[src/rtl/chg_pkg.sv]
package chg_pkg;

    typedef enum logic [2:0] {
        ST_IDLE,
        ST_GAP,
        ST_PRE,
        ST_FAST,
        ST_PAUSE,
        ST_DONE,
        ST_FAULT
    } chg_state_e;

    localparam logic [2:0] ZN_NORMAL = 3'd0;
    localparam logic [2:0] ZN_COOL   = 3'd1;
    localparam logic [2:0] ZN_WARM   = 3'd2;
    localparam logic [2:0] ZN_COLD   = 3'd3;
    localparam logic [2:0] ZN_HOT    = 3'd4;

endpackage

[src/rtl/chg_isel.sv]
module chg_isel #(
    parameter int CUR_W = 8
) (
    input  logic             bat_low,
    input  logic [2:0]       zone,
    input  logic [CUR_W-1:0] fast_code,
    input  logic [CUR_W-1:0] pre_code,
    input  logic [2:0]       cool_fac,
    output logic [CUR_W-1:0] tgt_code
);
    import chg_pkg::*;

    localparam int PROD_W = CUR_W + 4;

    logic [3:0]        mul;
    logic [PROD_W-1:0] prod;
    logic [CUR_W-1:0]  fast_eff;

    // eighths kept: 8 - factor, so 0 keeps all and 7 keeps one eighth
    always_comb begin
        mul      = 4'd8 - {1'b0, cool_fac};
        prod     = PROD_W'(fast_code) * PROD_W'(mul);
        fast_eff = (zone == ZN_COOL) ? prod[CUR_W+2:3] : fast_code;
        tgt_code = bat_low ? pre_code : fast_eff;
    end

endmodule

[src/rtl/chg_term_gate.sv]
module chg_term_gate (
    input  logic       cv_active,
    input  logic       below_term,
    input  logic       vindpm_act,
    input  logic       dppm_act,
    input  logic       therm_act,
    input  logic       supp_act,
    input  logic [2:0] zone,
    output logic       term_ok,
    output logic       limiting
);
    import chg_pkg::*;

    logic loop_block;

    always_comb begin
        loop_block = vindpm_act | dppm_act | therm_act;
        limiting   = loop_block | (zone == ZN_COOL) | (zone == ZN_WARM);
        term_ok    = cv_active & below_term & ~loop_block & ~supp_act
                     & (zone != ZN_WARM);
    end

endmodule

[src/rtl/chg_safety_tmr.sv]
module chg_safety_tmr #(
    parameter int TMR_UNIT = 16,
    parameter int SEL_W    = 2
) (
    input  logic             clk,
    input  logic             rst_n,
    input  logic             tick,
    input  logic             clr,
    input  logic             adv_en,
    input  logic             half,
    input  logic             pre_phase,
    input  logic [SEL_W-1:0] sel,
    output logic             expired
);
    localparam int MAX_LIM = TMR_UNIT << ((1 << SEL_W) - 1);
    localparam int ACC_W   = $clog2(2 * MAX_LIM + 1) + 1;

    logic [SEL_W-1:0] sel_q;
    logic [ACC_W-1:0] acc;
    logic [ACC_W-1:0] lim_fast;
    logic [ACC_W-1:0] lim2;
    logic             restart;

    // acc counts half-ticks: +2 at full rate, +1 at half rate
    always_comb begin
        restart  = (sel != sel_q);
        lim_fast = ACC_W'(TMR_UNIT) << sel;
        lim2     = (pre_phase ? (lim_fast >> 2) : lim_fast) << 1;
        expired  = adv_en && (acc >= lim2);
    end

    always_ff @(posedge clk or negedge rst_n) begin
        if (!rst_n) begin
            sel_q <= '0;
            acc   <= '0;
        end else begin
            sel_q <= sel;
            if (clr || restart)
                acc <= '0;
            else if (adv_en && tick && !expired)
                acc <= acc + (half ? ACC_W'(1) : ACC_W'(2));
        end
    end

    a_r9_restart_clears: assert property (@(posedge clk) disable iff (!rst_n)
        (restart && !clr) |=> (acc == '0));

endmodule

[src/rtl/chg_seq_ctrl.sv]
module chg_seq_ctrl #(
    parameter int CUR_W       = 8,
    parameter int BLANK_TICKS = 2,
    parameter int TMR_UNIT    = 16,
    parameter int SEL_W       = 2
) (
    input  logic             clk,
    input  logic             rst_n,
    input  logic             tick,
    input  logic             inhibit_pin,
    input  logic             dis_bit,
    input  logic             vin_ok,
    input  logic             bat_low,
    input  logic             cv_active,
    input  logic             below_term,
    input  logic             vindpm_act,
    input  logic             dppm_act,
    input  logic             therm_act,
    input  logic             supp_act,
    input  logic [2:0]       zone,
    input  logic [CUR_W-1:0] fast_code,
    input  logic [CUR_W-1:0] pre_code,
    input  logic [2:0]       cool_fac,
    input  logic [SEL_W-1:0] tmr_sel,
    input  logic             tmr_x2,
    output logic             chg_on,
    output logic [CUR_W-1:0] cur_code,
    output logic             vreg_warm,
    output logic             safety_fault,
    output logic             charge_done
);
    import chg_pkg::*;

    localparam int GAP_W = $clog2(BLANK_TICKS + 1);

    chg_state_e       state, nxt;
    logic [GAP_W-1:0] gap_cnt;
    logic [CUR_W-1:0] tgt_code;
    logic             en_ok, cold_hot, term_ok, limiting, tmr_exp;
    logic             tmr_clr, tmr_adv, gap_end;

    chg_isel #(.CUR_W(CUR_W)) u_isel (
        .bat_low  (bat_low),
        .zone     (zone),
        .fast_code(fast_code),
        .pre_code (pre_code),
        .cool_fac (cool_fac),
        .tgt_code (tgt_code)
    );

    chg_term_gate u_term (
        .cv_active (cv_active),
        .below_term(below_term),
        .vindpm_act(vindpm_act),
        .dppm_act  (dppm_act),
        .therm_act (therm_act),
        .supp_act  (supp_act),
        .zone      (zone),
        .term_ok   (term_ok),
        .limiting  (limiting)
    );

    always_comb begin
        tmr_clr = (state == ST_IDLE) || (state == ST_DONE) || (state == ST_FAULT);
        tmr_adv = (state == ST_GAP) || (state == ST_PRE) || (state == ST_FAST);
    end

    chg_safety_tmr #(.TMR_UNIT(TMR_UNIT), .SEL_W(SEL_W)) u_tmr (
        .clk      (clk),
        .rst_n    (rst_n),
        .tick     (tick),
        .clr      (tmr_clr),
        .adv_en   (tmr_adv),
        .half     (tmr_x2 && limiting),
        .pre_phase(bat_low),
        .sel      (tmr_sel),
        .expired  (tmr_exp)
    );

    always_comb begin
        en_ok    = !inhibit_pin && !dis_bit && vin_ok;
        cold_hot = (zone == ZN_COLD) || (zone == ZN_HOT);
        gap_end  = tick && (gap_cnt == GAP_W'(BLANK_TICKS - 1));
    end

    // next-state logic
    always_comb begin
        nxt = state;
        unique case (state)
            ST_IDLE:  if (en_ok) nxt = ST_GAP;
            ST_GAP: begin
                if (!en_ok)        nxt = ST_IDLE;
                else if (tmr_exp)  nxt = ST_FAULT;
                else if (cold_hot) nxt = ST_PAUSE;
                else if (gap_end)  nxt = bat_low ? ST_PRE : ST_FAST;
            end
            ST_PRE: begin
                if (!en_ok)                     nxt = ST_IDLE;
                else if (tmr_exp)               nxt = ST_FAULT;
                else if (cold_hot)              nxt = ST_PAUSE;
                else if (tgt_code != cur_code)  nxt = ST_GAP;
                else if (!bat_low)              nxt = ST_GAP;
            end
            ST_FAST: begin
                if (!en_ok)                     nxt = ST_IDLE;
                else if (tmr_exp)               nxt = ST_FAULT;
                else if (cold_hot)              nxt = ST_PAUSE;
                else if (term_ok)               nxt = ST_DONE;
                else if (tgt_code != cur_code)  nxt = ST_GAP;
                else if (bat_low)               nxt = ST_GAP;
            end
            ST_PAUSE: begin
                if (!en_ok)         nxt = ST_IDLE;
                else if (!cold_hot) nxt = ST_GAP;
            end
            ST_DONE:  if (!en_ok) nxt = ST_IDLE;
            ST_FAULT: if (inhibit_pin || !vin_ok) nxt = ST_IDLE;
            default:  nxt = ST_IDLE;
        endcase
    end

    // state register with gap counter and applied code
    always_ff @(posedge clk or negedge rst_n) begin
        if (!rst_n) begin
            state    <= ST_IDLE;
            gap_cnt  <= '0;
            cur_code <= '0;
        end else begin
            state <= nxt;
            if (state != ST_GAP)
                gap_cnt <= '0;
            else if (tick)
                gap_cnt <= gap_cnt + GAP_W'(1);
            if ((state == ST_GAP) && ((nxt == ST_PRE) || (nxt == ST_FAST)))
                cur_code <= tgt_code;
        end
    end

    // outputs
    always_comb begin
        chg_on       = (state == ST_PRE) || (state == ST_FAST);
        safety_fault = (state == ST_FAULT);
        charge_done  = (state == ST_DONE);
        vreg_warm    = (zone == ZN_WARM);
    end

    a_r1_on_needs_enable: assert property (@(posedge clk) disable iff (!rst_n)
        chg_on |-> $past(!inhibit_pin && !dis_bit && vin_ok));

    a_r5_code_moves_off: assert property (@(posedge clk) disable iff (!rst_n)
        !$stable(cur_code) |-> $past(!chg_on));

    a_r6_done_qualified: assert property (@(posedge clk) disable iff (!rst_n)
        $rose(charge_done) |-> $past(cv_active && below_term && !vindpm_act &&
            !dppm_act && !therm_act && !supp_act && (zone != ZN_WARM)));

    a_r7_fault_from_timer: assert property (@(posedge clk) disable iff (!rst_n)
        $rose(safety_fault) |-> $past(tmr_exp));

    a_r8_fault_exit: assert property (@(posedge clk) disable iff (!rst_n)
        $fell(safety_fault) |-> $past(inhibit_pin || !vin_ok));

    a_r11_pause_stops: assert property (@(posedge clk) disable iff (!rst_n)
        ((zone == ZN_COLD) || (zone == ZN_HOT)) |=> !chg_on);

endmodule

[config.mk]
export PLATFORM = sky130hd
export DESIGN_NAME = chg_seq_ctrl
export DESIGN_NICKNAME = d
export VERILOG_FILES = /design/src/rtl/chg_pkg.sv /design/src/rtl/chg_isel.sv /design/src/rtl/chg_term_gate.sv /design/src/rtl/chg_safety_tmr.sv /design/src/rtl/chg_seq_ctrl.sv
export SDC_FILE = /design/constraint.sdc
export NUM_CORES = 1
export LEC_CHECK = 0
export ABC_AREA = 0
export BUFFER_PORTS_ARGS = -buffer_cell sky130_fd_sc_hd__buf_2
export CORE_AREA = 8 8 92 94
export DETAILED_ROUTE_END_ITERATION = 10
export DIE_AREA = 0 0 100 102
export SYNTH_ARGS = -nofsm -noshare
export SYNTH_HDL_FRONTEND = slang
export SYNTH_SLANG_ARGS = --single-unit
[constraint.sdc]
create_clock -name clk -period 2.6 [get_ports clk]
set_clock_uncertainty 0.05 [all_clocks]
set_input_delay 0.39 -clock clk [delete_from_list [all_inputs] [get_ports clk]]
set_output_delay 0.39 -clock clk [all_outputs]
set_load 0.02 [all_outputs]
Word level (Yosys, flattened, before mapping). Index checks and enable logic that the tools add are counted.

Bits in registers: 25. Output and inout bits: 12. Logic and storage cells: 92. Input port bits: 38.

Reduce and logical (&&, ||, !) cells: 24. Shift operators: 1. Muxes and demuxes: 30. Eq/ne operators: 17. $add $sub $neg: 3. Multiply operators: 1. Magnitude comparators: 1. Bitwise logic cells: 10.

Operator list (number): two-way mux 3 bit (20); case mux 3 bit (7 select lines) (1); two-way mux 10 bit (2); == test 3 x 2 -> 1 bit, second input constant (6); two-way mux 8 bit (2); == test 3 bit, second input constant (4); multiplier 8 x 4 -> 11 bit (1); adder 10 bit (1); >= comparator 10 bit (1); << shifter 5 x 2 -> 10 bit, first input constant (1); logical OR 1 bit (9); two-way mux 9 bit (1); logical AND 1 bit (8); != test 8 bit (1); == test 3 x 1 -> 1 bit, second input constant (2); two-way mux 2 bit (3); bitwise AND 1 bit (4); zero test 1 bit (4); bitwise OR 1 bit (4); nonzero test 2 bit (2); subtractor 4 x 3 -> 4 bit, first input constant (1); zero test 3 bit (1); != test 3 x 1 -> 1 bit, second input constant (1); != test 3 x 2 -> 1 bit, second input constant (1); other kinds (5) (6).

Depth between registers and ports, before layout.
Depth in word-level cells: 14. Depth in mapped cells: 18. Gate-level depth less buffers: 17.

Modules after synthesis. Synthesis repeated with hierarchy kept, for this count alone.

Cells, all modules: 317. Area total of the unflattened synthesis: 2813.9 um^2.

Modules (own cells, without submodules): chg_isel (times used 1, area each 1061.0 um^2, cells an instance 141); chg_safety_tmr (times used 1, area each 858.3 um^2, cells an instance 88); chg_seq_ctrl (times used 1, area each 857.1 um^2, cells an instance 82); chg_term_gate (times used 1, area each 37.5 um^2, cells an instance 6).

Worst setup path after synthesis. Ideal clock, no wire load.

Path kind: input port to flip-flop. Start point: input port cool_fac[0]. End point: register cur_code[0]. Data required time: 2415 ps. Arrival time: 4544 ps. Setup slack: -2129 ps. Setup time: 135 ps. Stages on the path: 18. Cell sequence: clkbuf_8 -> inv_1 -> ha_1 -> xnor2_1 -> and2_1 -> fa_1 -> inv_1 -> fa_1 -> inv_1 -> ha_1 -> nand4_1 -> nor2_1 -> o21ai_2 -> or4_2 -> a2111oi_2 -> nand4_2 -> nor3_4 -> o21ai_0.

Longest elaborated chain between the ends: 14. Elaborated cells between the ends (all ways): 19. Those cells by class: 1 x add/sub; 1 x mul; 3 x eq/ne; 12 x mux; 2 x reduce/logical.

Ends and longest elaborated chain: start, declared (line chg_seq_ctrl.sv:23) `input logic [2:0] cool_fac,`; subtractor 4 x 3 -> 4 bit (*) (line chg_isel.sv:21) `mul = 4'd8 - {1'b0, cool_fac};`; multiplier 8 x 4 -> 11 bit (*) (line chg_isel.sv:22) `prod = PROD_W'(fast_code) * PROD_W'(mul);`; two-way mux 8 bit (*) (line chg_isel.sv:23) `fast_eff = (zone == ZN_COOL) ? prod[CUR_W+2:3] : fast_code;`; two-way mux 8 bit (*) (line chg_isel.sv:24) `tgt_code = bat_low ? pre_code : fast_eff;`; != test 8 bit (line chg_seq_ctrl.sv:101, chg_seq_ctrl.sv:109); two-way mux 3 bit (line chg_seq_ctrl.sv:109) `else if (tgt_code != cur_code) nxt = ST_GAP;`; two-way mux 3 bit (line chg_seq_ctrl.sv:108) `else if (term_ok) nxt = ST_DONE;`; two-way mux 3 bit (line chg_seq_ctrl.sv:107) `else if (cold_hot) nxt = ST_PAUSE;`; two-way mux 3 bit (line chg_seq_ctrl.sv:106) `else if (tmr_exp) nxt = ST_FAULT;`; two-way mux 3 bit (line chg_seq_ctrl.sv:105) `if (!en_ok) nxt = ST_IDLE;`; case mux 3 bit (7 select lines) (line chg_seq_ctrl.sv:89) `unique case (state)`; == test 3 x 2 -> 1 bit (line chg_seq_ctrl.sv:134) `if ((state == ST_GAP) && ((nxt == ST_PRE) || (nxt == ST_FAST)))`; logical OR 1 bit (line chg_seq_ctrl.sv:134); logical AND 1 bit (line chg_seq_ctrl.sv:134); end signal, assigned (line chg_seq_ctrl.sv:135) `cur_code <= tgt_code;`; end, declared (line chg_seq_ctrl.sv:27) `output logic [CUR_W-1:0] cur_code,`.

Every way passes the cells marked *; elsewhere a longest branch is shown, timed or not. A chain may end at the register's enable or synchronous reset.

Final worst setup path.
Start point: input port cool_fac[0]. End point: register state[1].

Longest elaborated chain between the ends: 11. Elaborated cells between the ends (all ways): 15. Those cells by class: 1 x add/sub; 1 x mul; 1 x eq/ne; 12 x mux.

Ends and longest elaborated chain: subtractor 4 x 3 -> 4 bit (*) (line chg_isel.sv:21); multiplier 8 x 4 -> 11 bit (*) (line chg_isel.sv:22); two-way mux 8 bit (*) (line chg_isel.sv:23); two-way mux 8 bit (*) (line chg_isel.sv:24); != test 8 bit (*) (line chg_seq_ctrl.sv:101, chg_seq_ctrl.sv:109); two-way mux 3 bit (line chg_seq_ctrl.sv:109); two-way mux 3 bit (line chg_seq_ctrl.sv:108); two-way mux 3 bit (line chg_seq_ctrl.sv:107); two-way mux 3 bit (line chg_seq_ctrl.sv:106); two-way mux 3 bit (line chg_seq_ctrl.sv:105); case mux 3 bit (7 select lines) (*) (line chg_seq_ctrl.sv:89); net nxt[1] (line chg_seq_ctrl.sv:36) `chg_state_e state, nxt;`; end signal, assigned (line chg_seq_ctrl.sv:129) `state <= nxt;`; end, declared (line chg_seq_ctrl.sv:36).

Mark *: on every way through the listed nets, which the timed path passes. The rest lies on a longest branch.

==> results_dict.tcl <==
set metrics [dict create \
    synth_area_leaders "dfrtp_1, ha_1, fa_1, xnor2_1, nand2_1" \
    critPathMaxStageDelay_ns 0.54 \
    irDropWorstVdd_mv 0.2225 \
    worstPathMaxFanout 9 \
    cts_tree "yes" \
    worstMarginPinSlew_ns 0.5743 \
    grtUsageTotal_pct 17.34 \
    diodes 0 \
    syn_inst 374 \
    io_buffers 49 \
    fin_cells 586 \
    clk_path_buf_depth 2 \
    rows 31 \
    place_hpwl_um 6984 \
    p_comb_share_pct 52.0 \
    cts_buffers 3 \
    place.gp.congestion 0.8884 \
    die_y_um 102 \
    finalCritPeriodShare_pct 156.9 \
    vias 3076 \
    power.share.clock_pct 18.0 \
    startpoint_type "input port" \
    p_leak_nw 1.930 \
    synth_common_cells "nand2_1, nor2_1, inv_1" \
    drive_gt1_share_pct 36.14 \
    r2r_slack_ns 0.30 \
    seq_power_share_pct 30.0 \
    critical_path_class "input port to register" \
    power.density_nw_per_um2 315.6 \
    hp-class "input port to async pin" \
    grt_pass1_wl_um 14590 \
    route.detailed.wl_per_inst_um 14.53 \
    grt_max_degree 26 \
    synth_top_family_by_area "simple AND/OR/NAND/NOR gates" \
    synth_edf_count 0 \
    rsz0062_at_grt "true" \
    violations "negative setup slack" \
    synth_flop_cell "dfrtp_1" \
    cp_data_arrival_time_ns 4.23 \
    synth-adder-area-share_pct 17.61 \
    dp.cells 576 \
    fillers 685 \
    root_buffer "clkbuf_8" \
    hold_viol_final 0 \
    max-slew-margin-rel_pct 61.71 \
    crit_chain "buf_8 > inv_4 > ha_4 > xnor2_4 > and2_4 > fa_1 > inv_1 > fa_1 > inv_2 > ha_4 > nand4_1 > or4_4 > o21ai_4 > o31ai_2 > a2111oi_4 > nand4_2 > nor3_4 > buf_12 > a2bb2oi_2" \
    post-route-min-period_ns 4.079 \
    die_area_sq_um 10200 \
    synth_nets 447 \
    synth_compound_area_share_pct 17.32 \
    grt_pass1_vias 3118 \
    antenna_found_initial 0 \
    synth.distinct_cells 63 \
    totalWireLength_um 8512 \
    first_pass_iters 4 \
    yosys_warnings 0 \
    start_util_pct 43.09 \
    syn_area_per_cell_sq_um 8.133 \
    fmax_ghz 0.2452 \
    io_pins 50 \
    yosysTopAreaCellShare_pct 20.57 \
    detail-route-antenna-nets 0 \
    clock_latency_ns 0.27 \
    coreArea_sq_um 7059 \
    netlist_area_sq_um 3042 \
    yosysMostFrequentCell "nand2_1" \
    cts_hold_buffers 0 \
    fin_nets 561 \
    netSwitchingFraction_pct 35.64 \
    placed_cell_area_sq_um 3978 \
    die_x_um 100 \
    p_switching_w 0.0004688 \
    ys_seq_elements 25 \
    htree_levels 1 \
    setup_violations 10 \
    ys_seq_area_share_pct 20.57 \
    status "finished, violations left" \
    slew_viol_final 0 \
    route.detailed.drc 0 \
    worst-endpoint-required_ns 2.75 \
    area_delta_synth_final_pct 37.02 \
    fin_util_pct 59.04 \
    post_synth_xor_area_fraction_pct 6.047 \
    setup_slack_ns -1.479 \
    crit_slowest_cell "or4_4" \
    clk_pin_slew_ns 0.09 \
    grt.overflow.total 0 \
    cts_sinks 25 \
    total_power_w 0.001315 \
    async_flop_share_pct 100.0 \
    muxShareOfSynthArea_pct 1.357 \
    yosys.area_share.simple_pct 30.48 \
    vias_per_cell 5.249 \
    dr.first_iter.drc_count 106 \
    maxCapViolCount 0 \
    yosys.area.top_type "dfrtp_1" \
    cp-end-kind "register" \
    intPower_w 0.0008467 \
    final_cell_area_sq_um 4168 \
]
[repair_timing]
item	4_1_cts	5_1_grt
setup endpoints to repair	10	17
gates resized for setup	14	11
pin swaps	2	3
setup buffers	4	2
[layer usage]
metal | global-route usage, % | share of wire [%]
met5 | 0 | 0
met4 | 1.512 | 0.51
met3 | 2.452 | 2.6
met2 | 27.96 | 46
met1 | 24.76 | 51
[critical path: cells and delay by family]
family	cells	cell delay, ns
adders and majority gates	4	1.38
and+or+nand+nor	5	1.23
xor gates and xnor gates	1	0.15
AOI/OAI and AO/OA	4	0.68
buffers and inverters	5	0.36
[registers in the layout, indices dropped and copies added, names as in the netlist]
register	count
u_tmr.acc	10
cur_code	8
u_tmr.sel_q	2
gap_cnt	2
state	3
[cell families (layout without fill, tap and decap cells)]
family / Yosys count / after routing
compound gates: 77 / 77
xor+xnor: 21 / 21
fa+ha+maj: 35 / 35
buf+inv: 43 / 156
flops: 25 / 25
mux: 4 / 4
simple gates: 169 / 169
[layout by cell type, fill, tap and decap left out, drive strengths merged, types with 3 or more instances in the layout]
cell type and instances:
a22oi 7, mux2i 3, or3 10, clkbuf 4
or4 5, a21oi 19, o2111ai 3, xnor2 17
a211o 3, nand2 38, nor4b 4, ha 22
o21a 5, nor2 32, nor3 8, nand3 21
and3 5, xor2 4, dfrtp 25, inv 30
nand2b 4, nor3b 4, o31ai 3, fa 13
nor2b 3, and2 19, buf 122, nand4 7
o21ai 19
[area by class of cell]
class / count / area, sq um / area share, %
Multi-Input combinational cell: 306 / 2420 / 58.06
Timing Repair Buffer: 122 / 838.3 / 20.11
Sequential cell: 25 / 625.6 / 15.01
Tap cell: 99 / 123.9 / 2.972
Inverter: 30 / 115.1 / 2.762
Clock buffer: 4 / 45.04 / 1.081
[power groups by stage]
stage | clock [W] | sequential (W) | combinational [W]
floorplan | 0 | 0.000401 | 0.000374
global placement | 0 | 0.000402 | 0.000628
detailed placement | 0 | 0.000402 | 0.000639
CTS | 0.000242 | 0.000395 | 0.000657
global route | 0.000263 | 0.000395 | 0.000765
finish | 0.000237 | 0.000395 | 0.000684
[metrics by stage]
| stage | setup slack (ns) | hold slack (ns) | setup TNS, ns |
|---|---|---|---|
| 3_5_place_dp | -1.932 | 0.3855 | -20.40 |
| 2_1_floorplan | -1.609 | 0.04441 | -15.91 |
| 5_1_grt | -1.658 | 0.1134 | -16.35 |
| 6_report | -1.479 | 0.05117 | -14.62 |
| 3_3_place_gp | -1.782 | 0.3864 | -18.68 |
| 4_1_cts | -1.502 | 0.08397 | -14.82 |
[final timing paths]
path / endpoint / startpoint / cells after the start
setup / recovery: state[1] / cool_fac[0] / 19
hold / removal: u_tmr.acc[5] / rst_n / 1
setup reg to reg: state[0] / u_tmr.acc[3] / 8
hold reg to reg: u_tmr.acc[9] / u_tmr.acc[9] / 2
max in group asynchronous: gap_cnt[1] / rst_n / 1
min in group clk: u_tmr.sel_q[0] / tmr_sel[0] / 2
Power figures use the tool's default switching activity.
